[config.mk]
export PLATFORM = sky130hd
export DESIGN_NAME = icdf_amp_noise
export DESIGN_NICKNAME = d
export VERILOG_FILES = /design/src/rtl/icdf_pkg.sv /design/src/rtl/icdf_seg_rom.sv /design/src/rtl/icdf_noise_sum.sv /design/src/rtl/icdf_sat_add.sv /design/src/rtl/icdf_amp_noise.sv
export SDC_FILE = /design/constraint.sdc
export NUM_CORES = 1
export LEC_CHECK = 0
export ABC_AREA = 1
export BUFFER_PORTS_ARGS = -buffer_cell sky130_fd_sc_hd__buf_4
export CORE_MARGIN = 2
export CORE_UTILIZATION = 45
export CTS_BUF_LIST = sky130_fd_sc_hd__clkbuf_16
export DETAILED_ROUTE_END_ITERATION = 10
export PLACE_DENSITY = 0.67
export SLEW_MARGIN = 20
export SYNTH_ARGS = -nofsm -noshare
export SYNTH_HDL_FRONTEND = slang
export SYNTH_SLANG_ARGS = --single-unit
[constraint.sdc]
create_clock -name clk -period 2.87 [get_ports clk]
set_clock_uncertainty 0.15 [all_clocks]
set_input_delay 0.287 -clock clk [delete_from_list [all_inputs] [get_ports clk]]
set_output_delay 0.287 -clock clk [all_outputs]
set_load 0.05 [all_outputs]
[src/rtl/icdf_pkg.sv]
package icdf_pkg;

   // Entry idx of segment seg: segment s starts where segment s-1 ended
   // and climbs with slope 2^s, giving a monotone piecewise-linear curve.
   function automatic int seg_entry(input int seg, input int idx, input int depth);
      return depth * ((1 << seg) - 1) + idx * (1 << seg);
   endfunction

   function automatic int max_int(input int a, input int b);
      return (a > b) ? a : b;
   endfunction

endpackage

[src/rtl/icdf_seg_rom.sv]
module icdf_seg_rom #(
   parameter int SEG   = 0,
   parameter int IDX_W = 6,
   parameter int AMP_W = 10
) (
   input  logic             clk,
   input  logic             rst_n,
   input  logic [IDX_W-1:0] idx_i,
   output logic [AMP_W-1:0] data_q
);
   localparam int DEPTH = 1 << IDX_W;

   logic [AMP_W-1:0] rom [DEPTH];

   for (genvar g = 0; g < DEPTH; g++) begin : g_fill
      assign rom[g] = AMP_W'(icdf_pkg::seg_entry(SEG, g, DEPTH));
   end

   always_ff @(posedge clk) begin
      if (!rst_n) data_q <= '0;
      else        data_q <= rom[idx_i];
   end
endmodule

[src/rtl/icdf_noise_sum.sv]
module icdf_noise_sum #(
   parameter int NZ_W     = 8,
   parameter int NZ_TERMS = 4,
   parameter int NOISE_W  = 11
) (
   input  logic                        clk,
   input  logic                        rst_n,
   input  logic [NZ_TERMS*NZ_W-1:0]    words_i,
   output logic signed [NOISE_W-1:0]   noise_q
);
   localparam int NPAIR  = NZ_TERMS / 2;
   localparam int PAIR_W = NZ_W + 1;
   localparam int MEAN   = NPAIR * ((1 << NZ_W) - 1);

   if (NZ_TERMS < 2 || (NZ_TERMS % 2) != 0) begin : g_bad_terms
      $error("icdf_noise_sum: NZ_TERMS must be even and at least 2");
   end
   if (NOISE_W < NZ_W + $clog2(NZ_TERMS) + 1) begin : g_bad_width
      $error("icdf_noise_sum: NOISE_W too narrow for the noise range");
   end

   logic [PAIR_W-1:0] pair_q [NPAIR];

   for (genvar p = 0; p < NPAIR; p++) begin : g_pair
      always_ff @(posedge clk) begin
         if (!rst_n) pair_q[p] <= '0;
         else        pair_q[p] <= PAIR_W'(words_i[2*p*NZ_W +: NZ_W])
                                + PAIR_W'(words_i[(2*p+1)*NZ_W +: NZ_W]);
      end
   end

   logic signed [NOISE_W-1:0] total;

   always_comb begin
      total = -NOISE_W'(MEAN);
      for (int p = 0; p < NPAIR; p++) begin
         total = total + NOISE_W'(pair_q[p]);
      end
   end

   always_ff @(posedge clk) begin
      if (!rst_n) noise_q <= '0;
      else        noise_q <= total;
   end
endmodule

[src/rtl/icdf_sat_add.sv]
module icdf_sat_add #(
   parameter int AMP_W   = 10,
   parameter int NOISE_W = 11,
   parameter int OUT_W   = 11
) (
   input  logic [AMP_W-1:0]          amp_i,
   input  logic signed [NOISE_W-1:0] noise_i,
   output logic signed [OUT_W-1:0]   sum_o
);
   localparam int SUM_W  = icdf_pkg::max_int(AMP_W + 1, NOISE_W) + 1;
   localparam int OUT_HI = (1 << (OUT_W - 1)) - 1;
   localparam int OUT_LO = -(1 << (OUT_W - 1));

   logic signed [SUM_W-1:0] raw;

   always_comb begin
      raw = SUM_W'($signed({1'b0, amp_i})) + SUM_W'(noise_i);
   end

   if (SUM_W <= OUT_W) begin : g_wide
      assign sum_o = OUT_W'(raw);
   end else begin : g_clamp
      always_comb begin
         if (raw > SUM_W'(OUT_HI))      sum_o = OUT_W'(OUT_HI);
         else if (raw < SUM_W'(OUT_LO)) sum_o = OUT_W'(OUT_LO);
         else                           sum_o = OUT_W'(raw);
      end
   end
endmodule

[src/rtl/icdf_amp_noise.sv]
module icdf_amp_noise #(
   parameter int RND_W     = 8,
   parameter int SEG_SEL_W = 2,
   parameter int NZ_W      = 8,
   parameter int NZ_TERMS  = 4,
   parameter int OUT_W     = 11
) (
   input  logic                       clk,
   input  logic                       rst_n,
   input  logic                       hit_i,
   input  logic [RND_W-1:0]           rnd_i,
   input  logic [NZ_TERMS*NZ_W-1:0]   noise_i,
   output logic signed [OUT_W-1:0]    sample_o,
   output logic                       hit_o
);
   localparam int NSEG    = 1 << SEG_SEL_W;
   localparam int IDX_W   = RND_W - SEG_SEL_W;
   localparam int DEPTH   = 1 << IDX_W;
   localparam int AMP_MAX = DEPTH * ((1 << NSEG) - 1) - (1 << (NSEG - 1));
   localparam int AMP_W   = $clog2(AMP_MAX + 1);
   localparam int NOISE_W = NZ_W + $clog2(NZ_TERMS) + 2;

   if (RND_W <= SEG_SEL_W) begin : g_bad_rnd
      $error("icdf_amp_noise: RND_W must exceed SEG_SEL_W");
   end
   if (SEG_SEL_W < 1 || SEG_SEL_W > 3) begin : g_bad_seg
      $error("icdf_amp_noise: SEG_SEL_W must be 1..3");
   end
   if (OUT_W < 2) begin : g_bad_out
      $error("icdf_amp_noise: OUT_W must be at least 2");
   end

   // stage 1: segment memories read, selector and flag registered
   logic [AMP_W-1:0]     rom_q [NSEG];
   logic [SEG_SEL_W-1:0] seg_d1;
   logic                 hit_d1;

   for (genvar s = 0; s < NSEG; s++) begin : g_seg
      icdf_seg_rom #(
         .SEG   (s),
         .IDX_W (IDX_W),
         .AMP_W (AMP_W)
      ) u_rom (
         .clk    (clk),
         .rst_n  (rst_n),
         .idx_i  (rnd_i[IDX_W-1:0]),
         .data_q (rom_q[s])
      );
   end

   always_ff @(posedge clk) begin
      if (!rst_n) begin
         seg_d1 <= '0;
         hit_d1 <= 1'b0;
      end else begin
         seg_d1 <= rnd_i[RND_W-1 -: SEG_SEL_W];
         hit_d1 <= hit_i;
      end
   end

   // stage 1 and 2: noise tree
   logic signed [NOISE_W-1:0] noise_q;

   icdf_noise_sum #(
      .NZ_W     (NZ_W),
      .NZ_TERMS (NZ_TERMS),
      .NOISE_W  (NOISE_W)
   ) u_noise (
      .clk     (clk),
      .rst_n   (rst_n),
      .words_i (noise_i),
      .noise_q (noise_q)
   );

   // stage 2: amplitude gated by the aligned flag
   logic [AMP_W-1:0] amp_q;
   logic             hit_d2;

   always_ff @(posedge clk) begin
      if (!rst_n) begin
         amp_q  <= '0;
         hit_d2 <= 1'b0;
      end else begin
         amp_q  <= hit_d1 ? rom_q[seg_d1] : '0;
         hit_d2 <= hit_d1;
      end
   end

   // stage 3: clamped sum
   logic signed [OUT_W-1:0] sum_c;

   icdf_sat_add #(
      .AMP_W   (AMP_W),
      .NOISE_W (NOISE_W),
      .OUT_W   (OUT_W)
   ) u_add (
      .amp_i   (amp_q),
      .noise_i (noise_q),
      .sum_o   (sum_c)
   );

   always_ff @(posedge clk) begin
      if (!rst_n) begin
         sample_o <= '0;
         hit_o    <= 1'b0;
      end else begin
         sample_o <= sum_c;
         hit_o    <= hit_d2;
      end
   end
endmodule

# Yosys cells after proc, flatten, opt, wreduce, memory -nomap -nowiden
# Memory sizes are Yosys's and may differ from the RTL's. A register that Yosys moved wholly into a read port is not among the register bits.
# Index checks and enable logic that the tools add are counted.
[word_totals]
register_bits = 38
ramBits = 18
romBits = 2560
input_bits = 43
out_inout_bits = 12
wordCells = 41
mem_count = 5
[op_classes]
addsub = 5
order_cmp = 3
n_mux = 9
bitwise_logic = 5
n_reduce_logical = 6
[memory_table]
columns = ["name", "words", "width", "read_ports", "rd_ports_with_merged_regs", "write_ports", "line", "text"]
rows = [
  ["(no name shown)", 64, 10, 1, 1, 0, "icdf_seg_rom.sv:21", "else data_q <= rom[idx_i];"],
  ["(no name shown)", 64, 10, 1, 1, 0, "icdf_seg_rom.sv:21", ""],
  ["(no name shown)", 64, 10, 1, 1, 0, "icdf_seg_rom.sv:21", ""],
  ["(no name shown)", 64, 10, 1, 1, 0, "icdf_seg_rom.sv:21", ""],
  ["u_noise.pair_q", 2, 9, 2, 0, 2, "icdf_noise_sum.sv:22", "logic [PAIR_W-1:0] pair_q [NPAIR];"],
]
[ops]
columns = ["op", "count"]
rows = [
  ["$mux W10", 3],
  ["$bmux W10 S2", 1],
  ["$add A8 B8 Y9", 2],
  ["$mux W9", 2],
  ["$add A11 B12 Y13", 1],
  ["$gt A13 B11 Y1 const B", 1],
  ["$lt A13 B11 Y1 const B", 1],
  ["$add A12 B9 Y12", 1],
  ["$add A10 B10 Y11 const A", 1],
  ["$mux W11", 1],
  ["$not A6 Y7", 1],
  ["$logic_not A1 Y1", 4],
  ["$ge A3 B3 Y1 const B", 1],
  ["$not A2 Y3", 1],
  ["$mux W1", 2],
  ["$or A1 B1 Y1", 2],
  ["$reduce_and A2 Y1", 1],
  ["$reduce_or A2 Y1", 1],
  ["$not A1 Y1", 1],
]

# Longest topological paths before layout
# Gate-level depths: netlist of run 1.
[logic_depth]
depth_word = 4
ltp_mapped = 15
mapped_depth_nobuf = 15

# By module
# From an unflattened synthesis of run 1, not the netlist that was laid out.
[unflattened]
cells_unflattened = 696
hier_area_um2 = 4837.1
[by_module_without_submodules]
columns = ["mod", "instances", "cells_each", "area_per_inst_um2", "seq_area_each_um2"]
rows = [
  ["icdf_noise_sum", 1, 283, 2040.7, 600.6],
  ["icdf_amp_noise", 1, 178, 1138.6, 520.5],
  ["icdf_sat_add", 1, 131, 745.7, 0.0],
  ["icdf_seg_rom at g_seg[3].u_rom", 1, 30, 260.2, 140.1],
  ["icdf_seg_rom at g_seg[2].u_rom", 1, 26, 231.5, 140.1],
  ["icdf_seg_rom at g_seg[1].u_rom", 1, 25, 221.5, 140.1],
  ["icdf_seg_rom at g_seg[0].u_rom", 1, 23, 198.9, 120.1],
]

# Least setup slack after synthesis of run 1
# OpenSTA, ideal clock, no wires.
[synth_path]
path_kind = "register -> register"
startpoint = "memory u_noise.pair_q[0][3] in the netlist's numbering"
endpoint = "register u_noise.noise_q[9]"
setup_ns = 0.125
t_arrival_ns = 2.018
t_required_ns = 2.595
setup_slack_ns = 0.577
stages_incl_launch_ff = 16
path_buffers = 0
synth_period_minus_slack_ns = 2.293
cell_sequence = "dfxtp_1 > nand3_1 > nor3_1 > nand3_1 > nor2_1 > inv_1 > nand2_1 > inv_1 > ha_1 > nand2_1 > nor2_1 > nand3_1 > nand4_1 > inv_1 > o21ai_0 > a21oi_1"
[synth_rtl]
columns = ["element", "line", "text"]
rows = [
  ["start, declared", "icdf_noise_sum.sv:22", ""],
  ["end signal, assigned", "icdf_noise_sum.sv:43", "else noise_q <= total;"],
  ["end, declared", "icdf_noise_sum.sv:9", "output logic signed [NOISE_W-1:0] noise_q"],
]

==> flow_metrics.py, run 1 <==
metrics = {
    "sta": {
        "fin_crit_sh_pct": 86.9,
        "relSlewSlack_pct": 42.5,
        "final_hold_viol_count": 0,
        "setup_viol": 0,
        "fin_crit_ns": 2.49,
        "fin_tns_setup_ns": 0,
        "drv_slew": 0,
        "max_freq_mhz": 401,
        "tightest_slew_ns": 0.861,
        "setup_ws_ns": 0.376,
        "holdWs_ns": 0.106,
        "rsz0062_at_grt": "false",
    },
    "synth": {
        "synth_top_family_by_area": "simple AND/OR/NAND/NOR gates",
        "yosys.area_share.simple_pct": 21.4,
        "yosysWarnings": 0,
        "seq_area_frac_synth_pct": 37.1,
        "yosys.area_share.adder_pct": 15.0,
        "synthesis.area_um2": 3780,
        "ys_seq_elements": 70,
        "synth_cells": 498,
        "synthXorXnorAreaFrac_pct": 2.55,
        "avgSynthCellArea_um2": 7.58,
        "muxShareOfSynthArea_pct": 0.795,
        "synth_compound_area_share_pct": 14.5,
        "ys_types": 32,
        "synth_nets": 584,
    },
    "worst_setup_path": {
        "crit_buf_inv": 3,
        "critPathLaunchType": "flip-flop",
        "reg2reg_from": "u_noise.pair_q[0][3]",
        "r2r_cells": 15,
        "setup.worst_path.start": "u_noise.pair_q[0][3]",
        "cp_slowest_cell": "dfxtp_1",
        "end_kind": "flip-flop",
        "cp.arrival_ns": 2.54,
        "regToRegSetupSlack_ns": 0.38,
        "critical_path_class": "flip-flop to flip-flop",
        "reg2reg_to": "u_noise.noise_q[9]",
        "crit_cells": 15,
        "crit_required_ns": 2.92,
        "max_stage_delay_ns": 0.37,
        "cp_top_family": "simple AND/OR/NAND/NOR gates",
        "cp_cell_sequence": "nand3_1, nor3_2, nand3_1, nor2_1, inv_1, nand2_1, inv_1, ha_1, nand2_1, nor2_1, nand3_1, nand4_1, inv_1, o21ai_0, a21oi_1",
        "critical_path.max_fanout": 6,
        "crit_path_end": "u_noise.noise_q[9]",
    },
    "route": {
        "avgViaCountPerCell": 4.90,
        "ant_nets": 0,
        "vias": 3303,
        "dr.pass1.iters": 4,
        "routed_wl_mm": 7.48,
        "drt_iter0_markers": 87,
        "avgRoutedWirePerCell_um": 11.1,
        "drcViolationCount": 0,
    },
    "power": {
        "intPower_mw": 2.06,
        "clock_power_share_pct": 39.3,
        "p_seq_share_pct": 38.8,
        "p_leak_nw": 2.45,
        "powerDensity_nw_per_um2": 609,
        "switching_share_pct": 28.0,
        "p_sw_mw": 0.800,
        "peakVddDrop_v": 0.000266,
        "pwr-share-comb_pct": 21.9,
    },
    "clock_tree": {
        "cts_buffers": 9,
        "cts_tree": "done",
        "clkLatencyLatePin_ns": 0.33,
        "cts_root_buf": "clkbuf_16",
        "clock_sinks": 70,
        "path_clk_slew_ns": 0.05,
        "cts_setup_buffers": 0,
        "h-tree-depth": 3,
        "clk_path_buf_depth": 2,
    },
    "global_routing": {
        "grt_max_degree": 36,
        "grt_pass1_vias": 3039,
        "grt_pass1_wl_mm": 12.9,
        "gr-total-overflow": 0,
        "grt_usage_pct": 18.0,
        "antenna_found_initial": 0,
    },
    "die": {
        "die_height_um": 95.6,
        "dieArea_um2": 9140,
        "rows": 33,
        "io_pins": 55,
        "initial_core_util_pct": 46.2,
        "core_region_area_um2": 8180,
        "die_w_um": 95.6,
    },
    "placement": {
        "hpwlAfterDp_mm": 5.74,
        "placed_area_um2": 4290,
        "gp_congestion": 0.852,
        "place_inst": 650,
        "io_buffers": 54,
        "place_ws_ns": 0.273,
    },
    "final_layout": {
        "area_growth_pct": 24.1,
        "layout_common_cells": "105 x nand2_1, 81 x inv_1, 70 x dfxtp_1",
        "multi_input_area_um2": 2050,
        "antennaDiodeCount": 0,
        "nets": 651,
        "seq_area_um2": 1400,
        "instances_no_fill": 674,
        "design_area_um2": 4690,
        "final_common_cell": "nand2_1",
        "drive_gt1_share_pct": 14.8,
        "nFillCells": 754,
    },
    "min_path": {
        "holdCritPathClass": "input pin to flip-flop",
    },
    "run_status": {
        "status": "finished, final reports clean",
    },
    "flow_run": {
        "drv_cap": 0,
    },
}
==> through the flow <==
stage | total power [mW] | util (%)
after CTS | 2.89 | 57.3
after global routing | 3.03 | 57.3
after floorplan | 1.57 | -
final | 2.86 | 57.3
after detailed placement | 1.74 | 52.4
after global placement | 1.73 | 52.4
==> area by class of cell <==
class / count / share of cell area, %
clock inverters: 6 / 1.71
multi-input cells: 341 / 43.8
flip-flops and latches: 70 / 29.9
well taps: 105 / 2.80
repair buffers: 63 / 10.6
clock buffers: 9 / 4.81
inverters: 80 / 6.41
==> worst min-delay path, stage by stage <==
cell,delay [ns]
buf_4,0.08
ha_1,0.11
nand2_1,0.04
inv_1,0.04
==> registers in the layout, indices dropped and copies added, names as in the netlist <==
register	count
u_noise.noise_q	12
u_noise.pair_q	18
g_seg.u_rom.data_q	14
amp_q	10
hit_o	1
sample_o	11
seg_d1	2
hit_d1	1
hit_d2	1
==> synth_stat cells, drive strengths merged <==
library cell	instances	area (um^2)
nand4	8	50.1
nor3	1	5.00
a31oi	2	12.5
ha	39	488
nand2	113	458
a221oi	2	17.5
a21oi	55	279
fa	4	80.1
o21ai	25	125
buf	1	3.75
mux2i	3	30.0
nor2	41	164
a21boi	1	7.51
o32ai	2	17.5
dfxtp	70	1400
inv	80	300
o211ai	2	15.0
nand3	22	130
xnor2	4	35.0
o22ai	2	12.5
xor2	7	61.3
o21bai	5	37.5
o21a	2	15.0
clkbuf	6	22.5
a211oi	1	7.51
==> worst min-delay path by stage <==
| stage | from | to | slack [ns] | cells after the start |
|---|---|---|---|---|
| floorplan | rnd_i[4] | g_seg[2].u_rom.data_q[6] | 0.21 | 1 |
| global placement | hit_d2 | hit_o | 0.25 | 2 |
| detailed placement | hit_d2 | hit_o | 0.26 | 2 |
| CTS | noise_i[24] | u_noise.pair_q[1][0] | 0.1 | 4 |
| global route | noise_i[24] | u_noise.pair_q[1][0] | 0.14 | 4 |
| finish | noise_i[24] | u_noise.pair_q[1][0] | 0.11 | 4 |
==> cells by family (layout without fill, tap and decap cells) <==
kind of cell,count (synthesis),after routing
xor+xnor,11,11
mux,3,3
compound gates,99,99
flops,70,70
fa+ha+maj,43,43
buf+inv,87,158
simple gates,185,185
==> power by group through the flow <==
stage                     registers (mW)  logic, mW  clock network [mW]
after global placement              1.13      0.601                   0
after CTS                           1.11      0.625                1.15
final                               1.11      0.625                1.12
after floorplan                     1.19      0.380                   0
after detailed placement            1.13      0.609                   0
after global routing                1.12      0.707                1.20
==> metal layers <==
layer	share of wire, %	vias up	global-route usage [%]	wire length [um]
li1	-	1756	-	-
met1	45	1466	21.8	3370
met2	48	66	30.2	3620
met3	3.5	15	4.11	263
met4	2.9	0	8.57	220
met5	0	-	0	0
==> repair_timing <==
action                                 in CTS  in global routing
setup endpoints to repair                   0                  2
gates resized for setup                     0                  1
hold buffers                                9                  0
endpoints found under the hold margin       9                  0
(Power assumes the default switching activity.)
==> inputs of run 2 (changes only) <==
--- a/config.mk
+++ b/config.mk
@@ -11,8 +11,9 @@
 export CORE_UTILIZATION = 45
 export CTS_BUF_LIST = sky130_fd_sc_hd__clkbuf_16
 export DETAILED_ROUTE_END_ITERATION = 10
-export PLACE_DENSITY = 0.67
+export PLACE_DENSITY = 0.66
 export SLEW_MARGIN = 20
 export SYNTH_ARGS = -nofsm -noshare
 export SYNTH_HDL_FRONTEND = slang
+export SYNTH_HIERARCHICAL = 1
 export SYNTH_SLANG_ARGS = --single-unit
==> run 2 against run 1 <==
Largest power group is now registers; flip-flop and latch count rose by 13; count of clock-buffer cells in the layout did not move; cell area increased by 21%; fmax is 21% higher; sequential power is 17% higher; wire length is 20% higher; setup slack improved by 0.43 ns; final cell count grew 33%; first-iteration DRC count is 24% lower.
==> flow_metrics.py, run 2 <==
metrics = {
    "global_routing": {
        "gr-total-overflow": 0,
        "grt_usage_pct": 17.2,
        "grt_pass1_wl_mm": 16.1,
        "antenna_found_initial": 0,
        "grt_max_degree": 37,
        "grt_pass1_vias": 3954,
    },
    "final_layout": {
        "area_growth_pct": 17.2,
        "layout_common_cells": "204 x nand2_1, 142 x inv_1, 83 x dfxtp_1",
        "seq_area_um2": 1660,
        "top_register": "g_seg.u_rom/data_q",
        "instances_no_fill": 894,
        "multi_input_area_um2": 2500,
        "nFillCells": 1008,
        "drive_gt1_share_pct": 13.3,
        "largest_reg_flops": 27,
        "final_common_cell": "nand2_1",
        "nets": 847,
        "antennaDiodeCount": 0,
        "top_regs": "g_seg.u_rom/data_q (27), u_noise/pair_q (18), u_noise/noise_q (12)",
    },
    "die": {
        "core_region_area_um2": 10400,
        "die_w_um": 108,
        "rows": 37,
        "die_height_um": 108,
        "initial_core_util_pct": 46.6,
        "io_pins": 55,
        "dieArea_um2": 11600,
    },
    "route": {
        "drt_iter0_markers": 66,
        "routed_wl_mm": 8.96,
        "avgRoutedWirePerCell_um": 10.0,
        "dr.pass1.iters": 4,
        "avgViaCountPerCell": 4.51,
        "ant_nets": 0,
        "vias": 4033,
        "drcViolationCount": 0,
    },
    "sta": {
        "fin_tns_setup_ns": 0,
        "holdWs_ns": 0.00784,
        "final_hold_viol_count": 0,
        "drv_slew": 0,
        "max_freq_mhz": 485,
        "fin_crit_sh_pct": 71.8,
        "rsz0062_at_grt": "false",
        "fin_crit_ns": 2.06,
        "setup_viol": 0,
    },
    "worst_setup_path": {
        "critical_path_class": "flip-flop to flip-flop",
        "critical_path.max_fanout": 3,
        "end_kind": "flip-flop",
        "reg2reg_to": "u_noise/noise_q[9]",
        "reg2reg_from": "u_noise/pair_q[1][1]",
        "critPathLaunchType": "flip-flop",
        "crit_required_ns": 2.95,
        "regToRegSetupSlack_ns": 0.81,
        "r2r_cells": 13,
        "cp.arrival_ns": 2.14,
    },
    "clock_tree": {
        "cts_buffers": 9,
        "h-tree-depth": 3,
        "clk_path_buf_depth": 2,
        "path_clk_slew_ns": 0.06,
        "cts_root_buf": "clkbuf_16",
        "clkLatencyLatePin_ns": 0.34,
        "cts_tree": "done",
        "clock_sinks": 83,
        "cts-resized-gates": 0,
    },
    "synth": {
        "synth_cells": 696,
        "yosys-top-cells-count": "204 x nand2_1, 142 x inv_1, 83 x dfxtp_1",
        "ys_seq_elements": 83,
        "avgSynthCellArea_um2": 6.95,
        "synthArstFlopShare_pct": 0,
        "yosysWarnings": 6,
        "ys.flop_type": "dfxtp_1",
        "synth_edf_count": 0,
        "synth_top_area_share_pct": 34.4,
        "synthTopCellsByArea": "dfxtp_1 34%, nand2_1 16%, ha_1 12%",
        "seq_area_frac_synth_pct": 34.4,
        "synthXorXnorAreaFrac_pct": 1.09,
        "synth.largest_area_cell": "dfxtp_1",
        "synthesis.area_um2": 4840,
        "synth_compound_area_share_pct": 4.97,
        "ys_types": 34,
        "muxShareOfSynthArea_pct": 0,
        "synth_top_family_by_area": "simple AND/OR/NAND/NOR gates",
        "yosys.area_share.adder_pct": 14.0,
        "yosys.area_share.simple_pct": 30.6,
        "yosysMostFrequentCell": "nand2_1",
    },
    "placement": {
        "gp_congestion": 0.820,
        "hpwlAfterDp_mm": 7.06,
        "place_inst": 873,
        "io_buffers": 54,
    },
    "power": {
        "peakVddDrop_v": 0.000333,
        "switching_share_pct": 30.6,
        "intPower_mw": 2.26,
        "p_seq_share_pct": 40.0,
        "p_leak_nw": 3.28,
        "pwr-share-comb_pct": 24.2,
        "clock_power_share_pct": 35.8,
        "powerDensity_nw_per_um2": 574,
        "p_sw_mw": 0.996,
    },
    "min_path": {
        "hp-start": "rnd_i[2]",
        "holdPathEnd": "g_seg[0].u_rom/data_q[2]",
        "holdCritPathClass": "input pin to flip-flop",
        "holdPathStages": 3,
    },
    "run_status": {
        "status": "finished, final reports clean",
    },
    "flow_run": {
        "drv_cap": 0,
    },
}
==> run 2: repair_timing <==
action                    in CTS  in global routing
hold buffers                   5                  0
hold endpoints to repair       5                  0
setup buffers                  0                  0
==> run 2: logic make-up (layout without fill, tap and decap cells) <==
group / after synthesis / in the layout
and+or+nand+nor: 337 / 337
buffers and inverters: 172 / 225
DFF: 83 / 83
adders and majority gates: 51 / 51
AOI/OAI and AO/OA: 43 / 43
xor gates and xnor gates: 6 / 6
other: 4 / 13
==> run 2: metal layers <==
metal	wire [um]	vias to the layer above	GRT usage [%]	share of wire, %
li1	-	2177	-	-
met1	4110	1787	20.3	46
met2	4410	56	31.1	49
met3	304	13	3.45	3.4
met4	126	0	5.40	1.4
met5	0	-	0	0
==> run 2: power by group through the flow <==
stage / clock [mW] / sequential (mW) / combinational, mW
floorplan: 0 / 1.39 / 0.521
global placement: 0 / 1.33 / 0.762
detailed placement: 0 / 1.33 / 0.781
CTS: 1.19 / 1.30 / 0.792
global route: 1.24 / 1.31 / 0.905
finish: 1.17 / 1.30 / 0.787
==> run 2: cell type report <==
class	instances	area share (%)
multi-input combinational	450	44.1
tap	136	3.00
inverter	148	9.85
timing repair buffer	61	8.30
clock inverter	7	1.48
sequential	83	29.3
clock buffer	9	3.97
==> run 2: how the worst max path moves through the flow <==
stage	start	depth (start not counted)	endpoint
floorplan	u_noise/pair_q[1][1]	13	u_noise/noise_q[9]
global placement	u_noise/pair_q[1][1]	13	u_noise/noise_q[9]
detailed placement	u_noise/pair_q[1][1]	13	u_noise/noise_q[9]
CTS	u_noise/pair_q[1][1]	13	u_noise/noise_q[9]
global route	u_noise/pair_q[0][1]	13	u_noise/noise_q[9]
finish	u_noise/pair_q[1][1]	13	u_noise/noise_q[9]
==> run 2: critical path, stage by stage (launching register included) <==
cell and delay [ns]:
dfxtp_1 0.30, inv_1 0.03, ha_1 0.27, inv_1 0.06
ha_1 0.17, inv_1 0.06, fa_1 0.35, inv_1 0.08
nand2_1 0.07, nand2_1 0.08, and2_4 0.16, nand2_4 0.05
nand3b_2 0.08, nand2_1 0.05
==> run 2: per-stage QoR <==
step	setup slack (ns)	area (um^2)	utilization, %	power (mW)
finish	0.809	5670	54.7	3.25
CTS	0.806	5670	54.7	3.29
global route	0.660	5670	54.7	3.46
floorplan	0.930	4870	-	1.92
global placement	0.863	5310	51.2	2.09
detailed placement	0.827	5310	51.2	2.11
==> inputs of run 3 (changes only) <==
--- a/config.mk
+++ b/config.mk
@@ -11,7 +11,7 @@
 export CORE_UTILIZATION = 45
 export CTS_BUF_LIST = sky130_fd_sc_hd__clkbuf_16
 export DETAILED_ROUTE_END_ITERATION = 10
-export PLACE_DENSITY = 0.66
+export PLACE_DENSITY = 0.68
 export SLEW_MARGIN = 20
 export SYNTH_ARGS = -nofsm -noshare
 export SYNTH_HDL_FRONTEND = slang
==> constraint.sdc (replaced) <==
create_clock -name clk -period 1.7 [get_ports clk]
set_clock_uncertainty 0.15 [all_clocks]
set_input_delay 0.17 -clock clk [delete_from_list [all_inputs] [get_ports clk]]
set_output_delay 0.17 -clock clk [all_outputs]
set_load 0.05 [all_outputs]
==> run 3 against run 2 <==
First-iteration DRC count increased by 82%; sequential power is 72% higher; power increased by 81%; the run now ends with setup timing left; largest cell class unchanged.
==> flow_metrics.py, run 3 (synthesis results as in run 2) <==
metrics = {
    "run_status": {
        "status": "finished, violations left",
        "failed_checks": "setup timing",
    },
    "worst_setup_path": {
        "max_stage_delay_ns": 0.35,
        "crit_path_end": "u_noise/noise_q[9]",
        "end_kind": "flip-flop",
        "critical_path_class": "flip-flop to flip-flop",
        "critPathLaunchType": "flip-flop",
        "crit_required_ns": 1.78,
        "cp.arrival_ns": 2.02,
        "reg2reg_from": "u_noise/pair_q[0][1]",
        "cp_cell_sequence": "inv_2, ha_4, inv_4, ha_4, inv_2, fa_2, inv_2, nand2_2, nand2_2, and2_4, nand2_4, nand3b_4, nand2_2",
        "cp_slowest_cell": "fa_2",
        "setup.worst_path.start": "u_noise/pair_q[0][1]",
        "r2r_cells": 13,
        "regToRegSetupSlack_ns": -0.24,
        "critical_path.max_fanout": 3,
        "reg2reg_to": "u_noise/noise_q[9]",
    },
    "global_routing": {
        "grt_pass1_vias": 3898,
        "grt_usage_pct": 17.2,
        "grt_pass1_wl_mm": 16.2,
        "antenna_found_initial": 0,
        "gr-total-overflow": 0,
        "grt_max_degree": 27,
    },
    "min_path": {
        "holdCritPathClass": "input pin to flip-flop",
    },
    "final_layout": {
        "largest_reg_flops": 27,
        "layout_common_cells": "184 x nand2_1, 136 x inv_1, 84 x buf_4",
        "final_common_cell": "nand2_1",
        "fin_util_pct": 61.1,
        "top_regs": "g_seg.u_rom/data_q (27), u_noise/pair_q (18), u_noise/noise_q (12)",
        "top_register": "g_seg.u_rom/data_q",
        "nets": 885,
        "drive_gt1_share_pct": 25.5,
        "area_growth_pct": 31.0,
        "antennaDiodeCount": 0,
    },
    "sta": {
        "fin_crit_sh_pct": 114,
        "drv_slew": 0,
        "rsz0062_at_grt": "true",
        "max_freq_mhz": 517,
        "fin_crit_ns": 1.94,
        "holdWs_ns": 0.0492,
        "final_hold_viol_count": 0,
        "setup_ws_ns": -0.235,
        "setup_viol": 17,
    },
    "route": {
        "drcViolationCount": 0,
        "vias": 4245,
        "avgViaCountPerCell": 4.55,
        "dr.pass1.iters": 5,
        "drt_iter0_markers": 120,
        "avgRoutedWirePerCell_um": 10.5,
        "routed_wl_mm": 9.79,
        "ant_nets": 0,
    },
    "die": {
        "rows": 37,
        "io_pins": 55,
        "dieArea_um2": 11600,
        "die_height_um": 108,
        "core_region_area_um2": 10400,
        "die_w_um": 108,
        "initial_core_util_pct": 46.6,
    },
    "clock_tree": {
        "clk_path_buf_depth": 2,
        "cts_root_buf": "clkbuf_16",
        "path_clk_slew_ns": 0.06,
        "clkLatencyLatePin_ns": 0.33,
        "h-tree-depth": 3,
        "clock_sinks": 83,
        "cts_buffers": 9,
        "cts_tree": "done",
    },
    "flow_run": {
        "drv_cap": 0,
    },
    "power": {
        "p_seq_share_pct": 38.0,
        "p_leak_nw": 3.47,
        "peakVddDrop_v": 0.000461,
        "clock_power_share_pct": 32.9,
        "switching_share_pct": 30.8,
        "p_sw_mw": 1.81,
        "intPower_mw": 4.07,
        "power_mw": 5.87,
        "pwr-share-comb_pct": 29.0,
        "powerDensity_nw_per_um2": 927,
    },
    "placement": {
        "hpwlAfterDp_mm": 7.27,
        "io_buffers": 54,
        "gp_congestion": 0.902,
    },
}
[run 3: worst min path at each step]
stage | from | to | slack [ns] | cells past startpoint
2_1_floorplan | rnd_i[5] | g_seg[1].u_rom/data_q[6] | 0.09 | 1
5_1_grt | noise_i[9] | u_noise/pair_q[0][1] | 0.07 | 4
3_3_place_gp | rnd_i[7] | seg_d1[1] | 0.21 | 3
6_report | rst_n | g_seg[2].u_rom/data_q[4] | 0.05 | 3
4_1_cts | rst_n | g_seg[2].u_rom/data_q[4] | 0.04 | 3
3_5_place_dp | hit_i | hit_d1 | 0.21 | 3
[run 3: through the flow]
| step | setup slack (ns) | setup TNS (ns) | instance area (um^2) | cells |
|---|---|---|---|---|
| 2_1_floorplan | -0.208 | -1.54 | 4970 | 705 |
| 3_3_place_gp | -0.269 | -2.82 | 5630 | 902 |
| 3_5_place_dp | -0.294 | -3.32 | 5630 | 902 |
| 4_1_cts | -0.274 | -3.35 | 6160 | 932 |
| 5_1_grt | -0.341 | -4.83 | 6330 | 932 |
| 6_report | -0.235 | -3.11 | 6330 | 932 |
[run 3: per-layer routing]
metal	vias to the layer above	wire length, um	global-route usage [%]
met2	100	4830	30.2
met1	1869	4320	20.6
met3	19	379	2.42
met5	-	0	0
li1	2257	-	-
met4	0	255	8.15
[run 3: layout make-up]
type	count	area, um^2
clock inverter	7	75.1
clock buffer	9	225
multi-input combinational	451	2850
fill	904	4040
sequential	83	1680
tap	136	170
inverter	148	563
timing repair buffer	98	774
[run 3: critical path, delay by kind of cell (launching register included)]
| family | cells | cell delay [ns] |
|---|---|---|
| adder cells (fa/ha/maj) | 3 | 0.70 |
| buffers and inverters | 4 | 0.20 |
| flip-flops | 1 | 0.32 |
| AND/OR/NAND/NOR | 6 | 0.47 |
[run 3: power groups by stage]
stage          logic (mW)  registers (mW)  clock network, mW
2_1_floorplan       0.922            2.37                  0
3_3_place_gp         1.47            2.25                  0
3_5_place_dp         1.49            2.25                  0
4_1_cts              1.59            2.22               1.98
5_1_grt              1.91            2.25               2.05
6_report             1.71            2.23               1.94
[run 3: repair_timing]
action / 4_1_cts / 5_1_grt
hold buffers: 11 / 0
cloned: 1 / 0
buffers inserted: 2 / 0
setup endpoints to repair: 19 / 21
hold endpoints to repair: 29 / 0
resized for setup: 21 / 41
pin swaps: 20 / 13
